## config.mk

```make
export PLATFORM = sky130hd
export DESIGN_NAME = owr_rom_layer
export DESIGN_NICKNAME = d
export VERILOG_FILES = /design/src/rtl/owr_pkg.sv /design/src/rtl/owr_ident.sv /design/src/rtl/owr_cmd_rx.sv /design/src/rtl/owr_flags.sv /design/src/rtl/owr_rom_layer.sv
export SDC_FILE = /design/constraint.sdc
export NUM_CORES = 1
export LEC_CHECK = 0
export ABC_AREA = 1
export BUFFER_PORTS_ARGS = -buffer_cell sky130_fd_sc_hd__buf_4
export CAP_MARGIN = 20
export CORE_UTILIZATION = 42
export CTS_CLUSTER_DIAMETER = 150
export DETAILED_ROUTE_END_ITERATION = 10
export PLACE_DENSITY = 0.67
export SKIP_CTS_REPAIR_TIMING = 1
export SKIP_LAST_GASP = 1
export SLEW_MARGIN = 20
export SYNTH_ARGS = -nofsm -noshare
export SYNTH_HDL_FRONTEND = slang
export SYNTH_HIERARCHICAL = 1
export SYNTH_SLANG_ARGS = --single-unit
export TNS_END_PERCENT = 10
```

## constraint.sdc

```tcl
create_clock -name clk -period 6.2 [get_ports clk]
set_clock_uncertainty 0.2 [all_clocks]
set_input_delay 1.24 -clock clk [delete_from_list [all_inputs] [get_ports clk]]
set_output_delay 1.24 -clock clk [all_outputs]
set_load 0.1 [all_outputs]
```

## src/rtl/owr_pkg.sv

```systemverilog
package owr_pkg;
    localparam int ID_W  = 64;
    localparam int IDX_W = $clog2(ID_W);

    localparam logic [7:0] CMD_READ     = 8'h33;
    localparam logic [7:0] CMD_MATCH    = 8'h55;
    localparam logic [7:0] CMD_SEARCH   = 8'hF0;
    localparam logic [7:0] CMD_SKIP     = 8'hCC;
    localparam logic [7:0] CMD_RESUME   = 8'hA5;
    localparam logic [7:0] CMD_OD_SKIP  = 8'h3C;
    localparam logic [7:0] CMD_OD_MATCH = 8'h69;

    typedef enum logic [2:0] {
        ST_WAIT, ST_CMD, ST_READ, ST_MATCH, ST_S_TRUE, ST_S_COMP, ST_S_PICK, ST_SEL
    } owr_state_e;

    typedef enum logic [2:0] {
        OP_READ, OP_MATCH, OP_SEARCH, OP_SKIP, OP_RESUME, OP_OD_SKIP, OP_OD_MATCH, OP_NONE
    } owr_op_e;

    function automatic owr_op_e decode_cmd(input logic [7:0] code);
        case (code)
            CMD_READ:     return OP_READ;
            CMD_MATCH:    return OP_MATCH;
            CMD_SEARCH:   return OP_SEARCH;
            CMD_SKIP:     return OP_SKIP;
            CMD_RESUME:   return OP_RESUME;
            CMD_OD_SKIP:  return OP_OD_SKIP;
            CMD_OD_MATCH: return OP_OD_MATCH;
            default:      return OP_NONE;
        endcase
    endfunction

    // Reflected CRC-8, polynomial x^8+x^5+x^4+1, bits fed LSB first.
    function automatic logic [7:0] crc8_of(input logic [55:0] data);
        logic [7:0] c;
        logic       mix;
        c = 8'h00;
        for (int i = 0; i < 56; i++) begin
            mix = c[0] ^ data[i];
            c   = {mix, c[7:1]};
            c[3] = c[3] ^ mix;
            c[2] = c[2] ^ mix;
        end
        return c;
    endfunction
endpackage

```

## src/rtl/owr_ident.sv

```systemverilog
module owr_ident
    import owr_pkg::*;
#(
    parameter logic [7:0]  FAMILY = 8'h43,
    parameter logic [47:0] SERIAL = 48'h00A1B2C3D4E5
) (
    input  logic [IDX_W-1:0] idx,
    output logic             id_bit
);
    localparam logic [55:0]     BODY = {SERIAL, FAMILY};
    localparam logic [ID_W-1:0] ID   = {crc8_of(BODY), BODY};

    assign id_bit = ID[idx];
endmodule

```

## src/rtl/owr_cmd_rx.sv

```systemverilog
module owr_cmd_rx
    import owr_pkg::*;
(
    input  logic    clk,
    input  logic    rst,
    input  logic    restart,
    input  logic    active,
    input  logic    wr_slot,
    input  logic    wr_bit,
    output logic    done,
    output owr_op_e op
);
    logic [7:0] shreg;
    logic [2:0] cnt;

    always_ff @(posedge clk) begin
        if (rst || restart) begin
            shreg <= '0;
            cnt   <= '0;
        end else if (active && wr_slot) begin
            shreg <= {wr_bit, shreg[7:1]};
            cnt   <= cnt + 3'd1;
        end
    end

    assign done = active && wr_slot && !restart && (cnt == 3'd7);
    assign op   = decode_cmd({wr_bit, shreg[7:1]});
endmodule

```

## src/rtl/owr_flags.sv

```systemverilog
module owr_flags (
    input  logic clk,
    input  logic rst,
    input  logic rc_set,
    input  logic rc_clr,
    input  logic od_set,
    input  logic od_restore,
    input  logic od_clr,
    output logic rc,
    output logic od
);
    logic od_saved;

    always_ff @(posedge clk) begin
        if (rst) begin
            rc <= 1'b0;
        end else if (rc_set) begin
            rc <= 1'b1;
        end else if (rc_clr) begin
            rc <= 1'b0;
        end
    end

    always_ff @(posedge clk) begin
        if (rst) begin
            od       <= 1'b0;
            od_saved <= 1'b0;
        end else if (od_clr) begin
            od <= 1'b0;
        end else if (od_set) begin
            od_saved <= od;
            od       <= 1'b1;
        end else if (od_restore) begin
            od <= od_saved;
        end
    end
endmodule

```

## src/rtl/owr_rom_layer.sv

```systemverilog
module owr_rom_layer
    import owr_pkg::*;
#(
    parameter logic [7:0]  FAMILY = 8'h43,
    parameter logic [47:0] SERIAL = 48'h00A1B2C3D4E5
) (
    input  logic clk,
    input  logic rst,
    input  logic bus_reset,
    input  logic reset_long,
    input  logic wr_slot,
    input  logic wr_bit,
    input  logic rd_slot,
    output logic tx_bit,
    output logic selected,
    output logic overdrive
);
    localparam logic [IDX_W-1:0] LAST = IDX_W'(ID_W - 1);

    owr_state_e       st;
    logic [IDX_W-1:0] idx;
    logic             id_bit;
    logic             odm_mode;
    logic             cmd_done;
    owr_op_e          op;
    logic             rc;

    owr_ident #(.FAMILY(FAMILY), .SERIAL(SERIAL)) u_ident (
        .idx(idx), .id_bit(id_bit)
    );

    owr_cmd_rx u_cmd (
        .clk(clk), .rst(rst), .restart(bus_reset), .active(st == ST_CMD),
        .wr_slot(wr_slot), .wr_bit(wr_bit), .done(cmd_done), .op(op)
    );

    logic addr_step, addr_miss, addr_win, rc_clr, od_set, od_restore;
    always_comb begin
        addr_step  = !bus_reset && wr_slot && (st == ST_MATCH || st == ST_S_PICK);
        addr_miss  = addr_step && (wr_bit != id_bit);
        addr_win   = addr_step && (wr_bit == id_bit) && (idx == LAST);
        rc_clr     = addr_miss || (cmd_done && (op == OP_SKIP || op == OP_OD_SKIP));
        od_set     = cmd_done && (op == OP_OD_SKIP || op == OP_OD_MATCH);
        od_restore = addr_miss && (st == ST_MATCH) && odm_mode;
    end

    owr_flags u_flags (
        .clk(clk), .rst(rst), .rc_set(addr_win), .rc_clr(rc_clr),
        .od_set(od_set), .od_restore(od_restore),
        .od_clr(bus_reset && reset_long), .rc(rc), .od(overdrive)
    );

    always_ff @(posedge clk) begin
        if (rst) begin
            st       <= ST_WAIT;
            idx      <= '0;
            odm_mode <= 1'b0;
        end else if (bus_reset) begin
            st       <= ST_CMD;
            idx      <= '0;
            odm_mode <= 1'b0;
        end else begin
            case (st)
                ST_CMD: if (cmd_done) begin
                    odm_mode <= (op == OP_OD_MATCH);
                    case (op)
                        OP_READ:                 st <= ST_READ;
                        OP_MATCH, OP_OD_MATCH:   st <= ST_MATCH;
                        OP_SEARCH:               st <= ST_S_TRUE;
                        OP_SKIP, OP_OD_SKIP:     st <= ST_SEL;
                        OP_RESUME:               st <= rc ? ST_SEL : ST_WAIT;
                        default:                 st <= ST_WAIT;
                    endcase
                end
                ST_READ: if (rd_slot) begin
                    if (idx == LAST) st <= ST_SEL;
                    else             idx <= idx + 1'b1;
                end
                ST_MATCH: if (wr_slot) begin
                    if (wr_bit != id_bit) st <= ST_WAIT;
                    else if (idx == LAST) st <= ST_SEL;
                    else                  idx <= idx + 1'b1;
                end
                ST_S_TRUE: if (rd_slot) st <= ST_S_COMP;
                ST_S_COMP: if (rd_slot) st <= ST_S_PICK;
                ST_S_PICK: if (wr_slot) begin
                    if (wr_bit != id_bit) st <= ST_WAIT;
                    else if (idx == LAST) st <= ST_SEL;
                    else begin
                        idx <= idx + 1'b1;
                        st  <= ST_S_TRUE;
                    end
                end
                default: ;
            endcase
        end
    end

    always_comb begin
        case (st)
            ST_READ, ST_S_TRUE: tx_bit = id_bit;
            ST_S_COMP:          tx_bit = !id_bit;
            default:            tx_bit = 1'b1;
        endcase
    end

    assign selected = (st == ST_SEL);

    p_long_reset_clears_od_r11: assert property (@(posedge clk) disable iff (rst)
        bus_reset && reset_long |=> !overdrive);
    p_short_reset_keeps_od_r11: assert property (@(posedge clk) disable iff (rst)
        bus_reset && !reset_long |=> overdrive == $past(overdrive));
    p_reset_deselects_r12: assert property (@(posedge clk) disable iff (rst)
        bus_reset |=> !selected);
    p_search_complement_r5: assert property (@(posedge clk) disable iff (rst)
        (st == ST_S_COMP && $past(st) == ST_S_TRUE) |-> tx_bit == !$past(tx_bit));
    p_rc_source_r6: assert property (@(posedge clk) disable iff (rst)
        $rose(rc) |-> ($past(st) == ST_MATCH || $past(st) == ST_S_PICK));
    p_released_when_selected_r8: assert property (@(posedge clk) disable iff (rst)
        selected |-> tx_bit);
endmodule

```

After elaboration in Yosys (flattened, before gate mapping) --
Memories as Yosys holds them, arrays and structs flattened. A register that Yosys moved wholly into a read port is not among the register bits. Index checks and enable logic that the tools add are counted.
Storage, ports and cells: register bits after elaboration 24, ROM bits 64, input port bits 7, output and inout bits 3, logic and storage cells 117, memories 1
Cells by class: add/subtract/negate cells 2, magnitude comparators 1, eq/ne operators 38, mux-type cells 28, bitwise operators 1, reduce and logical (&&, ||, !) cells 37
Memory list:
- (no name shown) | depth 64, bits a word 1, read ports 1, clocked after Yosys merged registers in 1, wr ports 0, line owr_ident.sv:13 | assign id_bit = ID[idx];
Operators with widths (number):
- $mux W6 | 6
- $mux W3 | 10
- $eq A3 B3 Y1 const B | 8
- $eq A8 B8 Y1 const B | 3
- $pmux W3 S7 | 1
- $ne A3 B3 Y1 const B | 6
- $pmux W3 S6 | 1
- $eq A8 B6 Y1 const B | 2
- $eq A8 B7 Y1 const B | 2
- $pmux W3 S5 | 1
- $ne A2 B2 Y1 const B | 7
- $reduce_and A7 Y1 | 2
- $logic_and A1 B1 Y1 | 13
- $eq A3 B2 Y1 const B | 4
- $pmux W6 S2 | 1
- $reduce_or A2 Y1 | 6
- $lt A6 B7 Y1 const B | 1
- $reduce_bool A7 Y1 | 1
- $add A6 B1 Y6 const B | 1
- $eq A3 B1 Y1 const B | 2
- $eq A6 B6 Y1 const B | 1
- $mux W1 | 6
- $reduce_bool A2 Y1 | 3
- $reduce_bool A6 Y1 | 1
- 12 further kinds | 18

Logic depth before layout (Yosys ltp) --
Gate-level depths: netlist of run 1.
depth in word-level cells 8, depth in mapped cells 19, depth with buffers taken out 19

Modules after synthesis --
The synthesis of run 1 kept the hierarchy.
Modules (own cells, without submodules):
- owr_rom_layer | instances 1, cells an instance 170, area each 942.2 µm², sequential area each 200.2 µm²
- owr_cmd_rx | instances 1, cells an instance 94, area each 590.6 µm², sequential area each 200.2 µm²
- owr_ident | instances 1, cells an instance 46, area each 266.5 µm², sequential area each 0.0 µm²
- owr_flags | instances 1, cells an instance 20, area each 127.6 µm², sequential area each 60.1 µm²

Worst setup path after synthesis of run 1 --
Ideal clock, no wire load.
kind register to output, from reg idx[0] (netlist name), to out tx_bit, data arrival time 2105 ps, data required time 4760 ps, slack 2655 ps, cell stages (with the launch flop) 12, buffers on the path 0, cells stage by stage dfxtp_1 -> inv_1 -> ha_1 -> inv_1 -> nand2_1 -> nand4_1 -> nand2_1 -> nand2_1 -> nand2_1 -> inv_1 -> nand2_1 -> nand3_1
RTL lines:
- end: declaration | line owr_rom_layer.sv:14 | output logic tx_bit,

==> results of run 1 <==
-- report_power, final --
group / internal [uW] / switching, uW
Combinational: 7.35 / 14.6
Clock: 44.8 / 49.1
Sequential: 150 / 2.45
Total: 202 / 66.2
-- routing by layer --
| metal | GRT usage | share of wire | up-vias |
|---|---|---|---|
| met2 | 0.287 | 0.44 | 23 |
| li1 | - | - | 1044 |
| met3 | 0.0189 | 0.022 | 2 |
| met1 | 0.232 | 0.53 | 801 |
| met4 | 0.0444 | 0.0042 | 0 |
| met5 | 0 | 0 | - |
-- sequential cells by signal, summed over array words and instances, names as in the netlist --
register	flops
idx	6
u_flags/od_saved	1
st	3
odm_mode	1
u_flags/od	1
u_cmd/cnt	3
u_cmd/shreg	7
u_flags/rc	1
-- worst max-delay path, delay by kind of cell, from the launching register on --
kind	cells	cell delay (ps)
adder cells (fa/ha/maj)	1	320
buffers and inverters	4	620
flip-flops	1	520
AND/OR/NAND/NOR	7	480
-- synthesized netlist by cell type, drive strengths merged --
cell    count  area (um2)
o31ai       1        7.51
or2         2        12.5
o21ai       3        15.0
nand2     116         465
dfxtp      23         460
nor3        1        5.00
inv        52         200
nand3      29         175
nor4        1        6.26
a211oi      7        52.6
nand4       5        31.3
ha          9         113
and3        1        6.26
buf         4        35.0
a21oi      18        93.8
nor2       54         213
xor2        4        35.0
-- cell usage in the layout (no fill, tap or decap), types with 3 or more instances in the layout --
cell | Yosys | routed
nand4_1 | 5 | 5
nand2_2 | 9 | 9
inv_2 | 6 | 6
xor2_1 | 4 | 4
nand3_2 | 6 | 6
clkbuf_8 | 0 | 3
dfxtp_1 | 23 | 23
nand3_1 | 23 | 23
a211oi_1 | 7 | 7
ha_1 | 9 | 9
nor2_1 | 50 | 50
o21ai_0 | 3 | 3
nand2_1 | 106 | 106
a21oi_1 | 17 | 17
inv_1 | 45 | 45
buf_4 | 1 | 9
nor2_2 | 4 | 4
-- area by class of cell --
| type | instances | area, um2 |
|---|---|---|
| inverters | 52 | 200 |
| clock buffers | 3 | 41.3 |
| repair buffers | 9 | 67.6 |
| fillers | 458 | 2310 |
| multi-input cells | 251 | 1230 |
| clock inverters | 1 | 5.00 |
| flip-flops and latches | 23 | 460 |
| well taps | 52 | 65.1 |
-- path summary, 6_finish.rpt --
kind | end | slack [ps] | cells past startpoint
max | tx_bit | 2570 | 12
min | u_cmd/cnt[2]$_SDFFE_PP0N_ | 280 | 2
max reg2reg | u_flags/od$_SDFFE_PP0P_ | 3660 | 16
min reg2reg | u_cmd/cnt[2]$_SDFFE_PP0N_ | 280 | 2
-- through the flow --
stage	setup slack [ps]	total power [uW]	cell area, um2	utilization
2_1_floorplan	2660	170	1930	-
3_3_place_gp	2920	178	2020	0.462
3_5_place_dp	2850	178	2020	0.462
4_1_cts	2560	272	2070	0.472
5_1_grt	2360	280	2070	0.472
6_report	2570	268	2070	0.472
-- logic make-up after synthesis --
group                      after synthesis
and+or+nand+nor                        209
xor gates and xnor gates                 4
buffers and inverters                   56
DFF                                     23
AOI/OAI and AO/OA                       29
adders and majority gates                9
==> flow_summary.yaml, run 1 <==
status:
  status: "finished, final reports clean"
sta:
  finalHoldViolCount: 0
  fin_setup_tns_ps: 0
  drv_slew: 0
  slew_headroom: 0.640
  max_freq_mhz: 275
  fin_crit_sh: 0.586
  period_minus_slack_ps: 3630
  worst_pin_slew_ps: 540
  timing.hold.ws_ps: 279
  setup_violations: 0
  rsz0062_at_grt: "false"
synthesis:
  ys_ff_latch: 23
  postSynthCellCount: 330
  yosysSeqAreaShare: 0.239
  ys_warn_count: 6
  synthAdderAreaFrac: 0.0584
  synth_compound_area_frac: 0.0877
  syn_area_per_cell_um2: 5.84
  synth_cell_types: 27
  muxShareOfSynthArea: 0
  synth_top_family_by_area: "simple AND/OR/NAND/NOR gates"
  synth_xor_area_frac: 0.0182
  synth_area_um2: 1930
  synth.net_count: 346
  yosys.area_share.simple: 0.475
floorplan:
  ios: 10
  placement_rows: 24
  die_w_um: 69.7
  core_area_um2: 4380
  initial_core_util: 0.439
  fp.dieH_um: 69.7
  die_area_um2: 4860
hold_path:
  min_path_type: "reg -> reg"
  worstHoldStart: "u_cmd/cnt[2]$_SDFFE_PP0N_"
power:
  p_per_area_nw_per_um2: 129
  ir_drop_uv: 112
  leakagePower_uw: 0.00101
layout:
  layout-drive-gt1-share: 0.124
  diodes: 0
  area_delta_synth_final_pct: 7.47
  nets: 356
  fin_cells: 391
grt:
  grt.total_usage: 0.171
  grt_pass1_vias: 1730
  grt_overflow: 0
  grt_first_pass_wirelength_mm: 7.04
  grt_max_degree: 19
  antenna_found_initial: 0
critical_path:
  crit_chain: "inv_1 > ha_1 > inv_1 > nand2_1 > nand4_1 > nand2_1 > nand2_1 > nand2_1 > inv_1 > nand2_1 > nand3_1 > buf_4"
  crit_top_cell: "nand2_1"
  max_stage_delay_ps: 520
  slowest_stage: "dfxtp_1"
  crit_arrival_ps: 2190
  crit_fanout: 10
  start_kind: "register"
  end_kind: "primary output"
  reg2reg_from: "idx[0]$_SDFFE_PP0P_"
  critPathLaunch: "idx[0]$_SDFFE_PP0P_"
  worstSetupPathType: "reg -> out"
  cp.required_ps: 4760
run:
  drv_cap: 0
clock_tree:
  clk_latency_ps: 270
  clock_path_buffers: 2
  clockRootBuffer: "clkbuf_8"
  cts_htree_levels: 1
  cts.sinks: 23
  path_clk_slew_ps: 90
  cts_tree: "yes"
  cts_buffers: 3
placement:
  dp_cells: 387
  dp_hpwl_mm: 3.06
  port_buffers: 9
  gp_congestion: 0.847
detailed_routing:
  first_pass_iters: 4
  antenna_left: 0
  wire_per_inst_um: 9.85
  via_count: 1870
  drcViolationCount: 0
  viasPerCell: 4.78
  drt-total-wl_mm: 3.85
  drt_iter0_drc: 119
Note: power is estimated with default switching activity, not from simulation.
==> inputs of run 2 (changes only) <==
--- a/config.mk
+++ b/config.mk
@@ -5,13 +5,13 @@
 export SDC_FILE = /design/constraint.sdc
 export NUM_CORES = 1
 export LEC_CHECK = 0
-export ABC_AREA = 1
+export ABC_AREA = 0
 export BUFFER_PORTS_ARGS = -buffer_cell sky130_fd_sc_hd__buf_4
 export CAP_MARGIN = 20
 export CORE_UTILIZATION = 42
 export CTS_CLUSTER_DIAMETER = 150
 export DETAILED_ROUTE_END_ITERATION = 10
-export PLACE_DENSITY = 0.67
+export PLACE_DENSITY = 0.7
 export SKIP_CTS_REPAIR_TIMING = 1
 export SKIP_LAST_GASP = 1
 export SLEW_MARGIN = 20
==> constraint.sdc (replaced) <==
create_clock -name clk -period 3.2 [get_ports clk]
set_clock_uncertainty 0.2 [all_clocks]
set_input_delay 0.64 -clock clk [delete_from_list [all_inputs] [get_ports clk]]
set_output_delay 0.64 -clock clk [all_outputs]
set_load 0.1 [all_outputs]
==> run 2 against run 1 <==
Via count down 18%. Setup slack worse by 2500 ps. Global-route usage up 2.0 points. Worst hold slack worse by 15 ps. Sequential share of layout area up 1.6 points. Core utilization up 4.9 points. Sequential power up 90%. Register-to-register slack worse by 3500 ps. Design area down 6.4%. Wire length down 3.9%. Sequential cell count unchanged. Critical path type unchanged.
==> flow_summary.yaml, run 2 <==
detailed_routing:
  wire_per_inst_um: 13.4
  drcViolationCount: 0
  viasPerCell: 5.59
  drt_iter0_drc: 118
  via_count: 1542
  antenna_left: 0
  drt-total-wl_mm: 3.70
  first_pass_iters: 4
sta:
  setup_violations: 0
  worst_pin_slew_ps: 728
  finalHoldViolCount: 0
  slew_headroom: 0.511
  timing.hold.ws_ps: 265
  drv_slew: 0
  fin_crit_sh: 0.973
  max_freq_mhz: 321
  period_minus_slack_ps: 3110
grt:
  grt.total_usage: 0.190
  grt_max_degree: 16
  use_met2: 0.299
  antenna_found_initial: 0
  gr-usage-met3: 0.0370
  use_met1: 0.266
  grt_overflow: 0
  grt-busiest-layer: "met2"
  grt_first_pass_wirelength_mm: 6.29
  grt_pass1_vias: 1329
layout:
  nets: 245
  layout_commonest_cell: "nand2_1"
  layout_common_cells: "33 x nand2_1, 22 x dfxtp_1, 21 x buf_4"
  diodes: 0
  area_delta_synth_final_pct: 17.3
  largest_register_ffs: 7
  top_register: "u_cmd/shreg"
  reg_top3: "u_cmd/shreg: 7 flops, idx: 6 flops"
  layout-drive-gt1-share: 0.206
critical_path:
  ff2ff_setup_slack_ps: 160
  worstSetupPathType: "reg -> out"
  crit_chain: "buf_4 > ha_1 > o21a_1 > mux4_2 > mux2i_4 > nor3_2 > a31oi_4 > buf_12"
  max_stage_delay_ps: 510
  rr_worst_depth: 10
  crit_arrival_ps: 2270
  cp.required_ps: 2360
  end_kind: "primary output"
  rr_endpoint: "idx[5]$_SDFFE_PP0P_"
  start_kind: "register"
  reg2reg_from: "idx[0]$_SDFFE_PP0P_"
  crit_fanout: 5
  slowest_stage: "mux4_2"
synthesis:
  synth_common_cells: "33 x nand2_1, 23 x dfxtp_1, 21 x a21oi_1"
  synth_area_um2: 1650
  yosysSeqAreaShare: 0.279
  synth_area_leaders: "dfxtp_1 28%, nand2_1 7.5%, ha_1 6.8%, a21oi_1 6.4%, o21ai_0 3.6%"
  synth_flop_cell: "dfxtp_1"
  ys_warn_count: 6
  postSynthCellCount: 209
  synth_most_common_cell: "nand2_1"
  synth_edf_count: 0
  synth_cell_types: 48
  synth.net_count: 225
  synthArstFlopShare: 0
  yosysTopAreaCellShare: 0.279
  syn_area_per_cell_um2: 7.90
  synth_area_leader_cell: "dfxtp_1"
  ys_ff_latch: 23
clock_tree:
  clockRootBuffer: "clkbuf_8"
  cts_buffers: 3
  cts_htree_levels: 1
  path_clk_slew_ps: 90
  cts_tree: "yes"
  clk_latency_ps: 270
  cts.sinks: 23
  clock_path_buffers: 2
floorplan:
  placement_rows: 22
  die_area_um2: 4190
  fp.dieH_um: 64.7
  die_w_um: 64.7
  ios: 10
  core_area_um2: 3720
  initial_core_util: 0.444
hold_path:
  worstHoldStart: "u_cmd/cnt[2]$_SDFFE_PP0N_"
  holdPathStages: 2
  min_path_type: "reg -> reg"
  min_to: "u_cmd/cnt[2]$_SDFFE_PP0N_"
placement:
  port_buffers: 9
  gp_congestion: 0.772
  dp_hpwl_mm: 2.66
power:
  p_total_uw: 518
  ir_drop_uv: 239
  leakagePower_uw: 0.000658
  p_per_area_nw_per_um2: 267
status:
  status: "finished, final reports clean"
run:
  drv_cap: 0
run 2: cell types whose count changed in the layout (fill, tap and decap cells not counted), moves of 12 or more:
cell and delta:
nand2_1 -73, buf_4 +12, nor2_1 -37, nand3_1 -17
inv_1 -36
run 2: area by class of cell:
cell class | count | area (um2)
Clock inverter | 1 | 5.00
Timing Repair Buffer | 22 | 178
Fill cell | 360 | 1780
Multi-Input combinational cell | 170 | 1160
Clock buffer | 3 | 41.3
Tap cell | 48 | 60.1
Inverter | 9 | 33.8
Sequential cell | 23 | 462
run 2: worst max path at each step:
stage,from,to,slack [ps],depth (start not counted)
final,idx[0]$_SDFFE_PP0P_,tx_bit,90,8
after global routing,idx[0]$_SDFFE_PP0P_,tx_bit,-2,8
after CTS,idx[0]$_SDFFE_PP0P_,tx_bit,-80,8
after detailed placement,idx[0]$_SDFFE_PP0P_,idx[5]$_SDFFE_PP0P_,90,10
after global placement,idx[0]$_SDFFE_PP0P_,idx[2]$_SDFFE_PP0P_,160,10
after floorplan,idx[0]$_SDFFE_PP0P_,idx[2]$_SDFFE_PP0P_,-2,10
run 2: routing by layer:
layer,up-vias,share of wire,routed length [um]
li1,795,-,-
met1,713,0.49,1830
met2,30,0.45,1670
met3,4,0.046,171
met4,0,0.0078,29
met5,-,0,0
run 2: worst max-delay path, delay by kind of cell (launching register included):
kind	cells	cell delay (ps)
buffers and inverters	2	340
adders and majority gates	1	200
and+or+nand+nor	1	80
AOI/OAI and AO/OA	2	340
muxes	2	720
DFF	1	320
run 2: metrics by stage:
step                cell area (um2)  worst slack [ps]  TNS, ps  cells   util
global route                   1940             -1.57    -1.57    276  0.522
finish                         1940              87.0        0    276  0.522
global placement               1840               160        0    269  0.495
detailed placement             1840              90.0        0    269  0.495
CTS                            1880             -82.9    -82.9    273  0.507
floorplan                      1680             -1.56    -1.56    209      -
run 2: cells by family (layout without fill, tap and decap cells):
logic type	Yosys count	in the layout	share of synthesized area
flops	23	23	0.279
compound gates	53	53	0.195
mux	6	6	0.0523
simple gates	94	94	0.316
buf+inv	16	35	0.0470
fa+ha+maj	10	10	0.0742
xor+xnor	7	7	0.0371
run 2: report_power, final:
group | leakage (uW) | switching [uW] | internal (uW)
Combinational | 0.000446 | 25.9 | 15.1
Clock | 0.0000255 | 101 | 87.1
Sequential | 0.000186 | 1.27 | 287
Total | 0.000658 | 128 | 390
==> inputs of run 3 (changes only) <==
==> constraint.sdc (replaced) <==
create_clock -name clk -period 3.2 [get_ports clk]
set_clock_uncertainty 0.2 [all_clocks]
set_input_delay 0.48 -clock clk [delete_from_list [all_inputs] [get_ports clk]]
set_output_delay 0.48 -clock clk [all_outputs]
set_load 0.1 [all_outputs]
==> run 3 against run 2 <==
Core utilization is 0.51 points lower. Via count up 0.45%. Sequential share of layout area up 0.23 points. Setup slack better by 10 ps. Wire length is 0.92% lower. Register-to-register slack barely moved. Combinational power increased by 4%. Critical path depth rose by 1. Maximum frequency increased by 0.33%. Die area unchanged.
==> flow_summary.yaml, run 3 (synthesis gave the netlist of run 2 again) <==
critical_path:
  slowest_stage: "mux4_2"
  crit_fanout: 4
  end_kind: "primary output"
  worstSetupPathType: "reg -> out"
  start_kind: "register"
  max_stage_delay_ps: 470
  critical_path.top_delay_family: "multiplexers"
  crit_chain: "inv_1 > ha_1 > mux4_2 > a21oi_1 > mux2i_2 > buf_4 > nor3_2 > a31oi_4 > buf_6"
  cp_num_buf_inv: 3
  crit_arrival_ps: 2420
  cp.required_ps: 2520
floorplan:
  ios: 10
  placement_rows: 22
  fp.dieH_um: 64.7
  die_w_um: 64.7
  initial_core_util: 0.444
  core_area_um2: 3720
  die_area_um2: 4190
power:
  pwr-share-comb: 0.084
  leakagePower_uw: 0.000646
  seq_power_share: 0.564
  p_per_area_nw_per_um2: 267
  ir_drop_uv: 144
  clockPowerShare: 0.353
  p_sw_frac: 0.239
  intPower_uw: 390
  switching_power_uw: 123
clock_tree:
  clockRootBuffer: "clkbuf_8"
  clk_latency_ps: 260
  path_clk_slew_ps: 90
  clock_path_buffers: 2
  cts_tree: "yes"
  cts.sinks: 23
  cts_buffers: 3
  cts_htree_levels: 1
layout:
  layout-drive-gt1-share: 0.198
  largest_register_ffs: 7
  reg_top3: "u_cmd/shreg: 7 flops, idx: 6 flops"
  diodes: 0
  layout_common_cells: "33 x nand2_1, 22 x dfxtp_1, 21 x a21oi_1"
  nets: 244
  top_register: "u_cmd/shreg"
  area_delta_synth_final_pct: 16.2
  layout_commonest_cell: "nand2_1"
grt:
  grt.total_usage: 0.187
  grt_first_pass_wirelength_mm: 6.22
  antenna_found_initial: 0
  grt_pass1_vias: 1371
  grt_overflow: 0
  grt_max_degree: 15
detailed_routing:
  drt-total-wl_mm: 3.67
  via_count: 1549
  viasPerCell: 5.63
  wire_per_inst_um: 13.3
  drcViolationCount: 0
  antenna_left: 0
  first_pass_iters: 4
  drt_iter0_drc: 85
sta:
  fin_setup_tns_ps: 0
  finalHoldViolCount: 0
  slew_headroom: 0.684
  fin_crit_sh: 0.970
  setup_ws_ps: 97.2
  worst_pin_slew_ps: 470
  drv_slew: 0
  period_minus_slack_ps: 3100
  setup_violations: 0
  max_freq_mhz: 322
placement:
  pre_cts_ws_ps: 98.6
  gp_congestion: 0.849
  dp_hpwl_mm: 2.58
  port_buffers: 9
hold_path:
  min_path_type: "in -> reg"
run:
  drv_cap: 0
status:
  status: "finished, final reports clean"
==> run 3: final timing paths <==
check / from / to / slack (ps) / cells past startpoint
worst max register to register: idx[0]$_SDFFE_PP0P_ / idx[5]$_SDFFE_PP0P_ / 150 / 10
worst min register to register: odm_mode$_SDFFE_PP0P_ / odm_mode$_SDFFE_PP0P_ / 260 / 2
worst max-delay path: idx[0]$_SDFFE_PP0P_ / tx_bit / 100 / 9
worst min-delay path: rst / st[0]$_SDFFE_PP0P_ / 230 / 2
==> run 3: area by class of cell <==
class	count	area, um2
repair buffers	21	161
multi-input cells	170	1160
flip-flops and latches	23	462
clock inverters	1	5.00
well taps	48	60.1
fillers	357	1800
inverters	9	33.8
clock buffers	3	41.3
==> run 3: power groups by stage <==
| stage | Combinational [uW] | Sequential [uW] | Clock [uW] |
|---|---|---|---|
| global placement | 40.4 | 296 | 0 |
| finish | 42.8 | 289 | 181 |
| CTS | 40.4 | 289 | 188 |
| detailed placement | 40.3 | 296 | 0 |
| global route | 47.1 | 290 | 197 |
| floorplan | 22.7 | 296 | 0 |
==> run 3: metrics by stage <==
stage | total power (uW) | utilization | area, um2 | std cells | hold slack, ps
global route | 534 | 0.516 | 1920 | 275 | 238
floorplan | 319 | - | 1670 | 209 | 232
CTS | 517 | 0.504 | 1870 | 273 | 229
detailed placement | 336 | 0.491 | 1830 | 269 | 252
global placement | 336 | 0.491 | 1830 | 269 | 246
finish | 513 | 0.516 | 1920 | 275 | 234
==> run 3: metal layers <==
layer,GRT usage,routed length (um),up-vias
li1,-,-,797
met1,0.272,1880,723
met2,0.286,1670,27
met3,0.0211,90,2
met4,0.0583,25,0
met5,0,0,-
